## src/rtl/xbus_pkg.sv

```systemverilog
package xbus_pkg;
  typedef enum logic [1:0] {
    XK_FETCH    = 2'b00,
    XK_READ     = 2'b01,
    XK_WRITE    = 2'b10,
    XK_READ_ALT = 2'b11
  } xkind_e;
endpackage

```

## src/rtl/xbus_timer.sv

```systemverilog
module xbus_timer #(
  parameter int CNT_W  = 4,
  parameter int F_LAST = 6,
  parameter int D_LAST = 11
) (
  input  logic             clk,
  input  logic             rst_n,
  input  logic             start,
  input  logic             is_fetch,
  output logic             busy,
  output logic [CNT_W-1:0] tcnt,
  output logic             last
);
  localparam logic [CNT_W-1:0] FL = CNT_W'(F_LAST);
  localparam logic [CNT_W-1:0] DL = CNT_W'(D_LAST);

  logic             busy_q;
  logic [CNT_W-1:0] t_q;

  assign busy = busy_q;
  assign tcnt = t_q;
  assign last = busy_q && (t_q == (is_fetch ? FL : DL));

  always_ff @(posedge clk or negedge rst_n) begin
    if (!rst_n) begin
      busy_q <= 1'b0;
      t_q    <= '0;
    end else if (start) begin
      busy_q <= 1'b1;
      t_q    <= '0;
    end else if (last) begin
      busy_q <= 1'b0;
      t_q    <= '0;
    end else if (busy_q) begin
      t_q <= t_q + 1'b1;
    end
  end
endmodule

```

## src/rtl/xbus_strobes.sv

```systemverilog
module xbus_strobes #(
  parameter int CNT_W     = 4,
  parameter int ALE_W     = 2,
  parameter int FETCH_DLY = 1,
  parameter int FETCH_W   = 3,
  parameter int DATA_DLY  = 3,
  parameter int DATA_W    = 6,
  parameter int WR_SETUP  = 1,
  parameter int WR_HOLD   = 1
) (
  input  logic             busy,
  input  logic [CNT_W-1:0] tcnt,
  input  logic             is_fetch,
  input  logic             is_write,
  output logic             ale,
  output logic             psen_n,
  output logic             rd_n,
  output logic             wr_n,
  output logic             addr_phase,
  output logic             data_phase,
  output logic             sample
);
  localparam int F_S = ALE_W + FETCH_DLY;
  localparam int F_E = F_S + FETCH_W;
  localparam int D_S = ALE_W + DATA_DLY;
  localparam int D_E = D_S + DATA_W;
  localparam int W_S = D_S - WR_SETUP;
  localparam int W_E = D_E + WR_HOLD;

  localparam logic [CNT_W-1:0] C_ALE = CNT_W'(ALE_W);
  localparam logic [CNT_W-1:0] C_FS  = CNT_W'(F_S);
  localparam logic [CNT_W-1:0] C_FE  = CNT_W'(F_E);
  localparam logic [CNT_W-1:0] C_DS  = CNT_W'(D_S);
  localparam logic [CNT_W-1:0] C_DE  = CNT_W'(D_E);
  localparam logic [CNT_W-1:0] C_WS  = CNT_W'(W_S);
  localparam logic [CNT_W-1:0] C_WE  = CNT_W'(W_E);
  localparam logic [CNT_W-1:0] C_FSM = CNT_W'(F_E - 1);
  localparam logic [CNT_W-1:0] C_DSM = CNT_W'(D_E - 1);

  logic in_fetch_win, in_data_win, in_wdata_win;

  assign in_fetch_win = (tcnt >= C_FS) && (tcnt < C_FE);
  assign in_data_win  = (tcnt >= C_DS) && (tcnt < C_DE);
  assign in_wdata_win = (tcnt >= C_WS) && (tcnt < C_WE);

  assign ale    = busy && (tcnt < C_ALE);
  assign psen_n = !(busy && is_fetch && in_fetch_win);
  assign rd_n   = !(busy && !is_fetch && !is_write && in_data_win);
  assign wr_n   = !(busy && is_write && in_data_win);

  always_comb begin
    addr_phase = 1'b0;
    if (busy) begin
      if (is_fetch)      addr_phase = (tcnt < C_FS);
      else if (is_write) addr_phase = (tcnt < C_WS);
      else               addr_phase = (tcnt < C_DS);
    end
  end

  assign data_phase = busy && is_write && in_wdata_win;
  assign sample     = busy && !is_write && (tcnt == (is_fetch ? C_FSM : C_DSM));
endmodule

```

## src/rtl/xbus_lowport.sv

```systemverilog
module xbus_lowport #(
  parameter int DW = 8
) (
  input  logic          clk,
  input  logic          rst_n,
  input  logic [DW-1:0] addr_lo,
  input  logic [DW-1:0] wdata,
  input  logic          addr_phase,
  input  logic          data_phase,
  input  logic          sample,
  input  logic [DW-1:0] pad_in,
  output logic [DW-1:0] pad_out,
  output logic          pad_oe,
  output logic [DW-1:0] rdata
);
  logic [DW-1:0] rdata_q;

  assign pad_out = addr_phase ? addr_lo : wdata;
  assign pad_oe  = addr_phase || data_phase;
  assign rdata   = rdata_q;

  always_ff @(posedge clk or negedge rst_n) begin
    if (!rst_n)      rdata_q <= '0;
    else if (sample) rdata_q <= pad_in;
  end
endmodule

```

## src/rtl/xbus_seq.sv

```systemverilog
module xbus_seq
  import xbus_pkg::*;
#(
  parameter int AW        = 16,
  parameter int DW        = 8,
  parameter int ALE_W     = 2,
  parameter int FETCH_DLY = 1,
  parameter int FETCH_W   = 3,
  parameter int DATA_DLY  = 3,
  parameter int DATA_W    = 6,
  parameter int WR_SETUP  = 1,
  parameter int WR_HOLD   = 1,
  parameter int GAP       = 1
) (
  input  logic          clk,
  input  logic          rst_n,
  input  logic          req_valid,
  output logic          req_ready,
  input  logic [1:0]    req_kind,
  input  logic [AW-1:0] req_addr,
  input  logic [DW-1:0] req_wdata,
  input  logic          req_hold_hi,
  input  logic [AW-DW-1:0] hi_latch,
  output logic          rsp_valid,
  output logic [DW-1:0] rsp_data,
  output logic          bus_ale,
  output logic          bus_psen_n,
  output logic          bus_rd_n,
  output logic          bus_wr_n,
  output logic [AW-DW-1:0] bus_ahi,
  output logic [DW-1:0] bus_alo_out,
  output logic          bus_alo_oe,
  input  logic [DW-1:0] bus_alo_in
);
  localparam int HW     = AW - DW;
  localparam int F_LAST = ALE_W + FETCH_DLY + FETCH_W + GAP - 1;
  localparam int D_LAST = ALE_W + DATA_DLY + DATA_W + GAP - 1;
  localparam int MAX_L  = (F_LAST > D_LAST) ? F_LAST : D_LAST;
  localparam int CNT_W  = $clog2(MAX_L + 1);

  xkind_e        kind_q;
  logic [DW-1:0] alo_q, wdata_q;
  logic [HW-1:0] hi_q;
  logic          busy, last, start, is_fetch, is_write;
  logic          addr_phase, data_phase, sample;
  logic [CNT_W-1:0] tcnt;

  assign req_ready = !busy || last;
  assign start     = req_valid && req_ready;
  assign is_fetch  = (kind_q == XK_FETCH);
  assign is_write  = (kind_q == XK_WRITE);
  assign rsp_valid = last;
  assign bus_ahi   = hi_q;

  always_ff @(posedge clk or negedge rst_n) begin
    if (!rst_n) begin
      kind_q  <= XK_FETCH;
      alo_q   <= '0;
      wdata_q <= '0;
      hi_q    <= '0;
    end else if (start) begin
      kind_q  <= xkind_e'(req_kind);
      alo_q   <= req_addr[DW-1:0];
      wdata_q <= req_wdata;
      if (req_hold_hi && (xkind_e'(req_kind) != XK_FETCH)) hi_q <= hi_latch;
      else                                                  hi_q <= req_addr[AW-1:DW];
    end
  end

  xbus_timer #(
    .CNT_W(CNT_W), .F_LAST(F_LAST), .D_LAST(D_LAST)
  ) u_timer (
    .clk(clk), .rst_n(rst_n), .start(start), .is_fetch(is_fetch),
    .busy(busy), .tcnt(tcnt), .last(last)
  );

  xbus_strobes #(
    .CNT_W(CNT_W), .ALE_W(ALE_W), .FETCH_DLY(FETCH_DLY), .FETCH_W(FETCH_W),
    .DATA_DLY(DATA_DLY), .DATA_W(DATA_W), .WR_SETUP(WR_SETUP), .WR_HOLD(WR_HOLD)
  ) u_strobes (
    .busy(busy), .tcnt(tcnt), .is_fetch(is_fetch), .is_write(is_write),
    .ale(bus_ale), .psen_n(bus_psen_n), .rd_n(bus_rd_n), .wr_n(bus_wr_n),
    .addr_phase(addr_phase), .data_phase(data_phase), .sample(sample)
  );

  xbus_lowport #(.DW(DW)) u_lowport (
    .clk(clk), .rst_n(rst_n), .addr_lo(alo_q), .wdata(wdata_q),
    .addr_phase(addr_phase), .data_phase(data_phase), .sample(sample),
    .pad_in(bus_alo_in), .pad_out(bus_alo_out), .pad_oe(bus_alo_oe),
    .rdata(rsp_data)
  );
endmodule

```

## config.mk

```make
export PLATFORM = sky130hd
export DESIGN_NAME = xbus_seq
export DESIGN_NICKNAME = d
export VERILOG_FILES = /design/src/rtl/xbus_pkg.sv /design/src/rtl/xbus_timer.sv /design/src/rtl/xbus_strobes.sv /design/src/rtl/xbus_lowport.sv /design/src/rtl/xbus_seq.sv
export SDC_FILE = /design/constraint.sdc
export NUM_CORES = 1
export LEC_CHECK = 0
export ABC_AREA = 1
export ABC_CLOCK_PERIOD_IN_PS = 1850
export BUFFER_PORTS_ARGS = -buffer_cell sky130_fd_sc_hd__clkbuf_2
export CORE_ASPECT_RATIO = 1.25
export CORE_MARGIN = 1
export CORE_UTILIZATION = 34
export DETAILED_ROUTE_END_ITERATION = 7
export PLACE_DENSITY = 0.64
export SYNTH_ARGS = -nofsm -noshare
export SYNTH_HDL_FRONTEND = slang
export SYNTH_SLANG_ARGS = --single-unit
```

## constraint.sdc

```tcl
create_clock -name clk -period 1.85 [get_ports clk]
set_clock_uncertainty 0.05 [all_clocks]
set_input_delay 0.185 -clock clk [delete_from_list [all_inputs] [get_ports clk]]
set_output_delay 0.185 -clock clk [all_outputs]
set_load 0.01 [all_outputs]
```

-- Word level (Yosys, flattened, before mapping)
Index checks and enable logic that the tools add are counted.
- register bits: 39
- latch bits: 0
- memory bits (writable): 0
- ROM bits: 0
- input port bits: 46
- logic and storage cells: 62
- memories kept: 0
- $add $sub $neg: 1
- multiply operators: 0
- divide/modulo/power cells: 0
- order comparisons: 10
- equal/unequal tests: 3
- shift operators: 0
- muxes and demuxes: 12
- bitwise operators: 0
- reduce and logical (&&, ||, !) cells: 29
- operator list (cell ; count):
    $mux 4 ; 5
    $logic_and 1x1->1 ; 17
    $mux 8 ; 2
    $lt 4x3->1 const B ; 3
    $eq 4x4->1 ; 2
    $ge 4x3->1 const B ; 2
    $lt 4x2->1 const B ; 2
    $lt 4x4->1 const B ; 2
    $logic_not 1->1 ; 6
    $mux 1 ; 5
    $add 4x1->4 const B ; 1
    $ge 4x2->1 const B ; 1
    $reduce_bool 2->1 ; 2
    $reduce_bool 3->1 ; 1
    $eq 2x2->1 const B ; 1
    $logic_not 2->1 ; 1
    $logic_or 1x1->1 ; 2

-- Longest topological paths before layout
Gate-level depths: netlist of the first run.
- word-level depth: 7
- mapped depth: 10
- gate-level depth less buffers: 9

-- By module
From an unflattened synthesis of the first run, not the netlist that was laid out.
- cells, all modules: 294
- area total of the unflattened synthesis: 2132.0 sq um
- by module, submodules not included (module ; times used ; cells an instance ; area each (sq um)):
    xbus_seq ; 1 ; 151 ; 1193.6
    xbus_lowport ; 1 ; 61 ; 416.6
    xbus_timer ; 1 ; 43 ; 296.5
    xbus_strobes ; 1 ; 39 ; 225.2

-- Worst setup path after synthesis of the first run
OpenSTA, ideal clock, no wires.
- path kind: register to output
- from: register u_timer.t_q[3], in the netlist u_timer.tcnt[3]
- to: output bus_alo_out[0]
- arrival time: 1.554 ns
- data required time: 1.615 ns
- setup slack: 0.061 ns
- cell stages (with the launch flop): 9
- buffers on the path: 1
- path through: dfrtp_1 -> inv_2 -> ha_1 -> inv_1 -> nor2_1 -> nor2_1 -> o211ai_2 -> buf_2 -> o21ai_0
- cells in the longest elaborated chain, start to end: 5
- ends and longest elaborated chain (what ; RTL line ; source):
    from (decl) ; xbus_timer.sv:18 ; logic [CNT_W-1:0] t_q;
    from (signal assigned) ; xbus_timer.sv:35 ; t_q <= t_q + 1'b1;
    $lt 4x3->1 (on tied branches) ; xbus_strobes.sv:56, xbus_strobes.sv:55 ;
    $mux 1 ; xbus_strobes.sv:55 ; else if (is_write) addr_phase = (tcnt < C_WS);
    $mux 1 * ; xbus_strobes.sv:54 ; if (is_fetch) addr_phase = (tcnt < C_FS);
    $mux 1 * ; xbus_strobes.sv:53 ; if (busy) begin
    $mux 8 * ; xbus_lowport.sv:18 ; assign pad_out = addr_phase ? addr_lo : wdata;
    to (decl) ; xbus_seq.sv:31 ; output logic [DW-1:0] bus_alo_out,
Mark *: on every way between the ends. The rest lies on a longest branch, timed or not.

-- Worst setup path in the final report of the first run
- from: register u_timer.t_q[3], in the netlist u_timer.tcnt[3]
- to: output bus_alo_out[2]
The elaborated chain is that of the path after synthesis.

==> metrics.md, run 1 <==
| Metric | Value |
|---|---|
| Logic pwr share | `58.4%` |
| Number of filler cells placed in the layout | `611` |
| Fin crit share | `108%` |
| Critical Path Fanout Max | `5` |
| Post-route ant nets | `0` |
| # rows | `32` |
| Die Span X | `73.5 um` |
| Failing checks | `setup timing` |
| Worst-margin pin slew | `488 ps` |
| Post-Route WL | `5400 um` |
| FMAX | `499 MHz` |
| Clock group share of total power | `14.5%` |
| CTS H-tree depth | `2` |
| Largest net degree at the start of global routing | `40` |
| Leakage power | `1.69 nW` |
| Initial DRC count | `57` |
| Register bit count reported by yosys | `39` |
| Routability congestion estimate | `0.933` |
| Outcome | `finished, violations left` |
| Hold Fails Final Rpt | `0` |
| Commonest non-fill, non-tap cells in the layout | `nand2_1 (83), clkbuf_2 (66), dfrtp_1 (38), nand3_1 (30), inv_1 (28)` |
| Syn_nets | `323` |
| Initial Utilization | `35.2%` |
| Number of buffers added on ports | `76` |
| Max Cap Viol | `0` |
| Die ar. | `6710 sq um` |
| Via count | `2062` |
| Int Power | `3.30 mW` |
| Diodes inserted | `0` |
| Crit-path most repeated cell | `nand2_4` |
| Sequential share of power | `27.1%` |
| Final #Nets | `421` |
| First-pass GRT wire length | `9110 um` |
| Vias per cell | `4.55` |
| Drt first pass iters | `4` |
| WP data required | `1620 ps` |
| Worst Hold Endpoint | `u_lowport.rdata[6]$_DFFE_PN0P_` |
| Crit path cell chain | `inv_2, buf_6, ha_4, nand2_4, o21ai_4, nand2_4, o211ai_4, nand2_1, o21ai_2, buf_2` |
| Worst-skew pair later-pin latency | `290 ps` |
| Bufs and invs on worst path | `3` |
| Clock Path Buffers | `2` |
| Post-synthesis sequential area ratio | `45.0%` |
| DRC | `0` |
| Delay-heaviest family, CP | `flip-flops` |
| Hpwl dp | `3540 um` |
| Final Instance Area | `3100 sq um` |
| Crit path max-delay cell type | `dfrtp_1` |
| Reg clk slew, reported paths | `80 ps` |
| Arrival time worst endpoint | `1770 ps` |
| Antenna violations before repair | `0` |
| Placed Cells incl. Taps | `431` |
| Avg Inst Size Synth | `8.07 sq um` |
| GRT Overall Usage | `17.4%` |
| IO Pins | `77` |
| # setup viols final | `12` |
| Placed cell areas | `2670 sq um` |
| Cell Area, Synth | `2170 sq um` |
| Unrepaired setup endpoints after global routing | `yes` |
| Worst r2r path cells | `9` |
| Post-synth cell types | `27` |
| CTS Buf Count | `5` |
| CP max stage delay | `400 ps` |
| CTS root buffer | `clkbuf_8` |
| Core ar. | `6170 sq um` |
| Crit end category | `output port` |
| Die height | `91.3 um` |
| Psw | `2.50 mW` |
| Flop2flop setup slack | `80 ps` |
| R2r startpoint | `kind_q[1]$_DFFE_PN0P_` |
| Worst hold slack | `57.9 ps` |
| CTS sink count | `39` |
| Worst r2r dst | `wdata_q[2]$_DFFE_PN0P_` |
| Startpoint Class | `flop` |
| Finished Layout Cells | `453` |
| Vias in the first global route | `2074` |
| Worst hold path type | `in -> reg` |
| Post-route setup slack | `-153 ps` |
| Net Sw Frac | `43.2%` |
| Gate Count Post-Synth | `269` |
| Max IR drop VDD | `0.769 mV` |
| CTS tree | `yes` |
| Hold Crit Depth | `3` |
| Total power per unit cell area | `1870 nW/um^2` |
| Hold path start | `bus_alo_in[6]` |
| Gr ovfl total | `0` |
| Share of cells above drive strength 1 | `42.9%` |
| Syn. warnings | `0` |
| Crit Path Class | `reg -> out` |
| Critical Path Start | `u_timer.tcnt[3]$_DFFE_PN0P_` |
| Synth-to-Final Area Change | `43.0%` |
| Final slew viol count | `0` |
| Most common cell after layout, fill and taps aside | `nand2_1` |
| Avg WL per Cell | `11.9 um` |
| Post-route minimum period | `2000 ps` |
| Slew headroom | `67.5%` |
[layer usage]
metal | GRT usage, % | vias up | wire length [um]
met4 | 6.89 | 0 | 118
met3 | 3.55 | 12 | 301
met5 | 0 | - | 0
li1 | - | 1050 | -
met1 | 21.8 | 932 | 2240
met2 | 28.8 | 68 | 2740
[synth_stat cells]
master / instances / area [sq um]
nand2_1: 88 / 330
dfrtp_1: 39 / 976
inv_1: 31 / 116
nand3_1: 31 / 155
o21ai_0: 20 / 100
ha_1: 8 / 100
nor2_1: 8 / 30.0
o21ai_2: 8 / 70.1
nand2_2: 6 / 37.5
buf_6: 4 / 45.0
a21oi_1: 3 / 15.0
buf_4: 3 / 22.5
inv_2: 3 / 11.3
buf_2: 2 / 10.0
nand2_8: 2 / 40.0
o22ai_1: 2 / 12.5
buf_1: 1 / 3.75
buf_8: 1 / 15.0
clkbuf_1: 1 / 3.75
nand3_2: 1 / 10.0
nand3_4: 1 / 17.5
nand4_1: 1 / 6.26
nor2_2: 1 / 6.26
o211ai_2: 1 / 12.5
o21ai_1: 1 / 5.00
xnor2_1: 1 / 8.76
xor2_1: 1 / 8.76
[through the flow]
stage	utilization (%)	total power [mW]	TNS, ps	setup slack [ps]
CTS	48.7	5.56	-1720	-207
global route	50.3	6.28	-3580	-260
finish	50.3	5.80	-1350	-153
detailed placement	43.2	4.08	-925	-129
floorplan	-	3.22	0	60.8
global placement	43.2	4.03	-744	-108
[sequential cells by signal, summed over array words and instances, names as in the netlist]
name,cells
alo_q,8
bus_ahi,8
kind_q,2
u_lowport.rdata,8
u_timer.busy,1
u_timer.tcnt,4
wdata_q,8
[logic make-up after synthesis]
group                      after synthesis  synth area share (%)
DFF                                     39                  45.0
AOI/OAI and AO/OA                       35                  9.92
and+or+nand+nor                        139                  29.2
adders and majority gates                8                  4.61
xor gates and xnor gates                 2                 0.808
buffers and inverters                   46                  10.5
[area by class of cell]
cell class | count | area, sq um | area share (%)
multi-input cells | 186 | 1140 | 36.7
clock buffers | 6 | 72.6 | 2.34
repair buffers | 101 | 619 | 20.0
clock inverters | 2 | 60.1 | 1.94
flip-flops and latches | 39 | 977 | 31.5
inverters | 34 | 130 | 4.19
well taps | 85 | 106 | 3.43
[tightest hold or removal path: stages]
cell and delay (ps):
clkbuf_2 80, inv_1 50, o21ai_2 50
[worst max path at each step]
| stage | end | cells past startpoint |
|---|---|---|
| final | bus_alo_out[2] | 10 |
| after CTS | bus_alo_out[1] | 9 |
| after detailed placement | bus_alo_out[2] | 8 |
| after global placement | bus_alo_out[6] | 8 |
| after global routing | bus_alo_out[3] | 10 |
| after floorplan | bus_alo_out[0] | 8 |
[power by group through the flow]
stage | registers, mW | clock network (mW) | logic [mW]
after global routing | 1.62 | 0.897 | 3.76
final | 1.57 | 0.840 | 3.39
after CTS | 1.56 | 0.866 | 3.14
after global placement | 1.54 | 0 | 2.49
after detailed placement | 1.54 | 0 | 2.54
after floorplan | 1.59 | 0 | 1.62
[repair_timing]
action                                  in CTS  in global routing
hold buffers                                 1                  0
endpoints found under the hold margin       39                  0
gates resized for setup                     33                 28
gates cloned                                 2                  0
pin swaps                                    7                  7
endpoints found under the setup margin       9                 14
buffers inserted                             7                  4
Power figures use the tool's default switching activity.
==> run 2: changes to the inputs <==
- RECOVER_POWER: not set -> 25
- SKIP_CTS_REPAIR_TIMING: not set -> 1
==> run 2 against run 1 <==
Effect of this change:
- wire length fell by 2.6%
- the flow still finishes with violations (setup timing)
- die area did not move
- total power down 6.8%
- clock power is essentially flat
- critical endpoint is now bus_alo_out[6]
- critical path type unchanged
==> metrics.md, run 2 (synthesis results as in run 1) <==
| Metric | Value |
|---|---|
| Outcome | `finished, violations left` |
| Failing checks | `setup timing` |
| Startpoint Class | `flop` |
| Vias in the first global route | `1928` |
| Post-Route WL | `5260 um` |
| Core ar. | `6170 sq um` |
| Final slew viol count | `0` |
| Max IR drop VDD | `0.624 mV` |
| Number of buffers added on ports | `76` |
| Die Span X | `73.5 um` |
| Commonest non-fill, non-tap cells in the layout | `nand2_1 (86), clkbuf_2 (69), dfrtp_1 (39), nand3_1 (31), inv_1 (30)` |
| Avg WL per Cell | `11.8 um` |
| Most common cell after layout, fill and taps aside | `nand2_1` |
| CTS root buffer | `clkbuf_8` |
| CTS H-tree depth | `2` |
| Critical Path Fanout Max | `8` |
| Sequential share of power | `28.9%` |
| Placed Cells incl. Taps | `431` |
| Int Power | `3.06 mW` |
| Worst-skew pair later-pin latency | `290 ps` |
| Gr ovfl total | `0` |
| Via count | `2002` |
| GRT Overall Usage | `15.7%` |
| Vias per cell | `4.48` |
| Crit path max-delay cell type | `dfrtp_1` |
| Logic pwr share | `55.6%` |
| CTS tree | `yes` |
| Total power per unit cell area | `1820 nW/um^2` |
| Psw | `2.34 mW` |
| Diodes inserted | `0` |
| Reg clk slew, reported paths | `80 ps` |
| Die height | `91.3 um` |
| Clock Path Buffers | `2` |
| Largest net degree at the start of global routing | `40` |
| CTS Buf Count | `5` |
| Post-route ant nets | `0` |
| Finished Layout Cells | `447` |
| Die ar. | `6710 sq um` |
| CP max stage delay | `390 ps` |
| Initial Utilization | `35.2%` |
| Post-route minimum period | `2070 ps` |
| Leakage power | `1.64 nW` |
| Fin crit share | `112%` |
| Bufs and invs on worst path | `3` |
| Worst-margin pin slew | `949 ps` |
| Worst hold path type | `in -> reg` |
| # rows | `32` |
| Drt first pass iters | `4` |
| Arrival time worst endpoint | `1840 ps` |
| # setup viols final | `11` |
| Share of cells above drive strength 1 | `38.1%` |
| Clock group share of total power | `15.6%` |
| Antenna violations before repair | `0` |
| WP data required | `1620 ps` |
| Max Cap Viol | `0` |
| Final #Nets | `415` |
| Post-route setup slack | `-223 ps` |
| Crit end category | `output port` |
| IO Pins | `77` |
| Net Sw Frac | `43.3%` |
| Total Power | `5.41 mW` |
| Finished Core Util | `48.2%` |
| Synth-to-Final Area Change | `37.1%` |
| Number of filler cells placed in the layout | `631` |
| DRC | `0` |
| Crit path cell chain | `inv_2, buf_6, ha_4, nand2_4, o21ai_2, nand2_2, o211ai_4, nand2_1, o21ai_0, buf_2` |
| CTS sink count | `39` |
| Delay-heaviest family, CP | `flip-flops` |
| Unrepaired setup endpoints after global routing | `yes` |
| Initial DRC count | `83` |
| Routability congestion estimate | `0.933` |
| Slew headroom | `36.7%` |
| FMAX | `482 MHz` |
| Hold Fails Final Rpt | `0` |
| First-pass GRT wire length | `8250 um` |
| Crit Path Class | `reg -> out` |
| Hpwl dp | `3540 um` |
-- run 2: layout make-up --
cell class | instances | area [sq um] | share of cell area [%]
multi-input cells | 186 | 1080 | 36.4
flip-flops and latches | 39 | 976 | 32.8
repair buffers | 95 | 543 | 18.3
inverters | 34 | 133 | 4.46
well taps | 85 | 106 | 3.58
clock buffers | 6 | 72.6 | 2.44
clock inverters | 2 | 60.1 | 2.02
-- run 2: worst min-delay path, stage by stage --
cell and delay, ps:
clkbuf_2 80, inv_1 50, o21ai_2 50
-- run 2: final timing paths --
check | startpoint | to | slack [ps] | cells after the start
worst min register to register | alo_q[3]$_DFFE_PN0P_ | alo_q[3]$_DFFE_PN0P_ | 420 | 2
worst min-delay path | bus_alo_in[6] | u_lowport.rdata[6]$_DFFE_PN0P_ | 60 | 3
worst max register to register | u_timer.tcnt[2]$_DFFE_PN0P_ | wdata_q[2]$_DFFE_PN0P_ | 180 | 10
min in group asynchronous | rst_n | bus_ahi[4]$_DFFE_PN0P_ | 600 | 3
worst max-delay path | u_timer.tcnt[3]$_DFFE_PN0P_ | bus_alo_out[6] | -220 | 10
max in group asynchronous | rst_n | bus_ahi[1]$_DFFE_PN0P_ | 550 | 3
-- run 2: power groups by stage --
stage	clock network, mW	registers (mW)	logic, mW
3_3_place_gp	0	1.54	2.49
5_1_grt	0.893	1.62	3.38
4_1_cts	0.866	1.54	2.54
3_5_place_dp	0	1.54	2.54
6_report	0.841	1.56	3.00
2_1_floorplan	0	1.59	1.62
-- run 2: stage by stage --
stage / cell area, sq um / TNS (ps) / hold WS [ps] / worst slack, ps
2_1_floorplan: 2170 / 0 / -161 / 60.8
3_3_place_gp: 2670 / -744 / 221 / -108
3_5_place_dp: 2670 / -925 / 223 / -129
4_1_cts: 2800 / -3910 / -106 / -460
5_1_grt: 2970 / -3050 / 58.8 / -355
6_report: 2970 / -1840 / 56.2 / -223
-- run 2: routing by layer --
metal | vias up | track usage [%] | routed length [um]
met4 | 0 | 5.45 | 104
li1 | 1038 | - | -
met3 | 10 | 3.55 | 287
met2 | 63 | 26.5 | 2720
met1 | 891 | 19.2 | 2150
met5 | - | 0 | 0
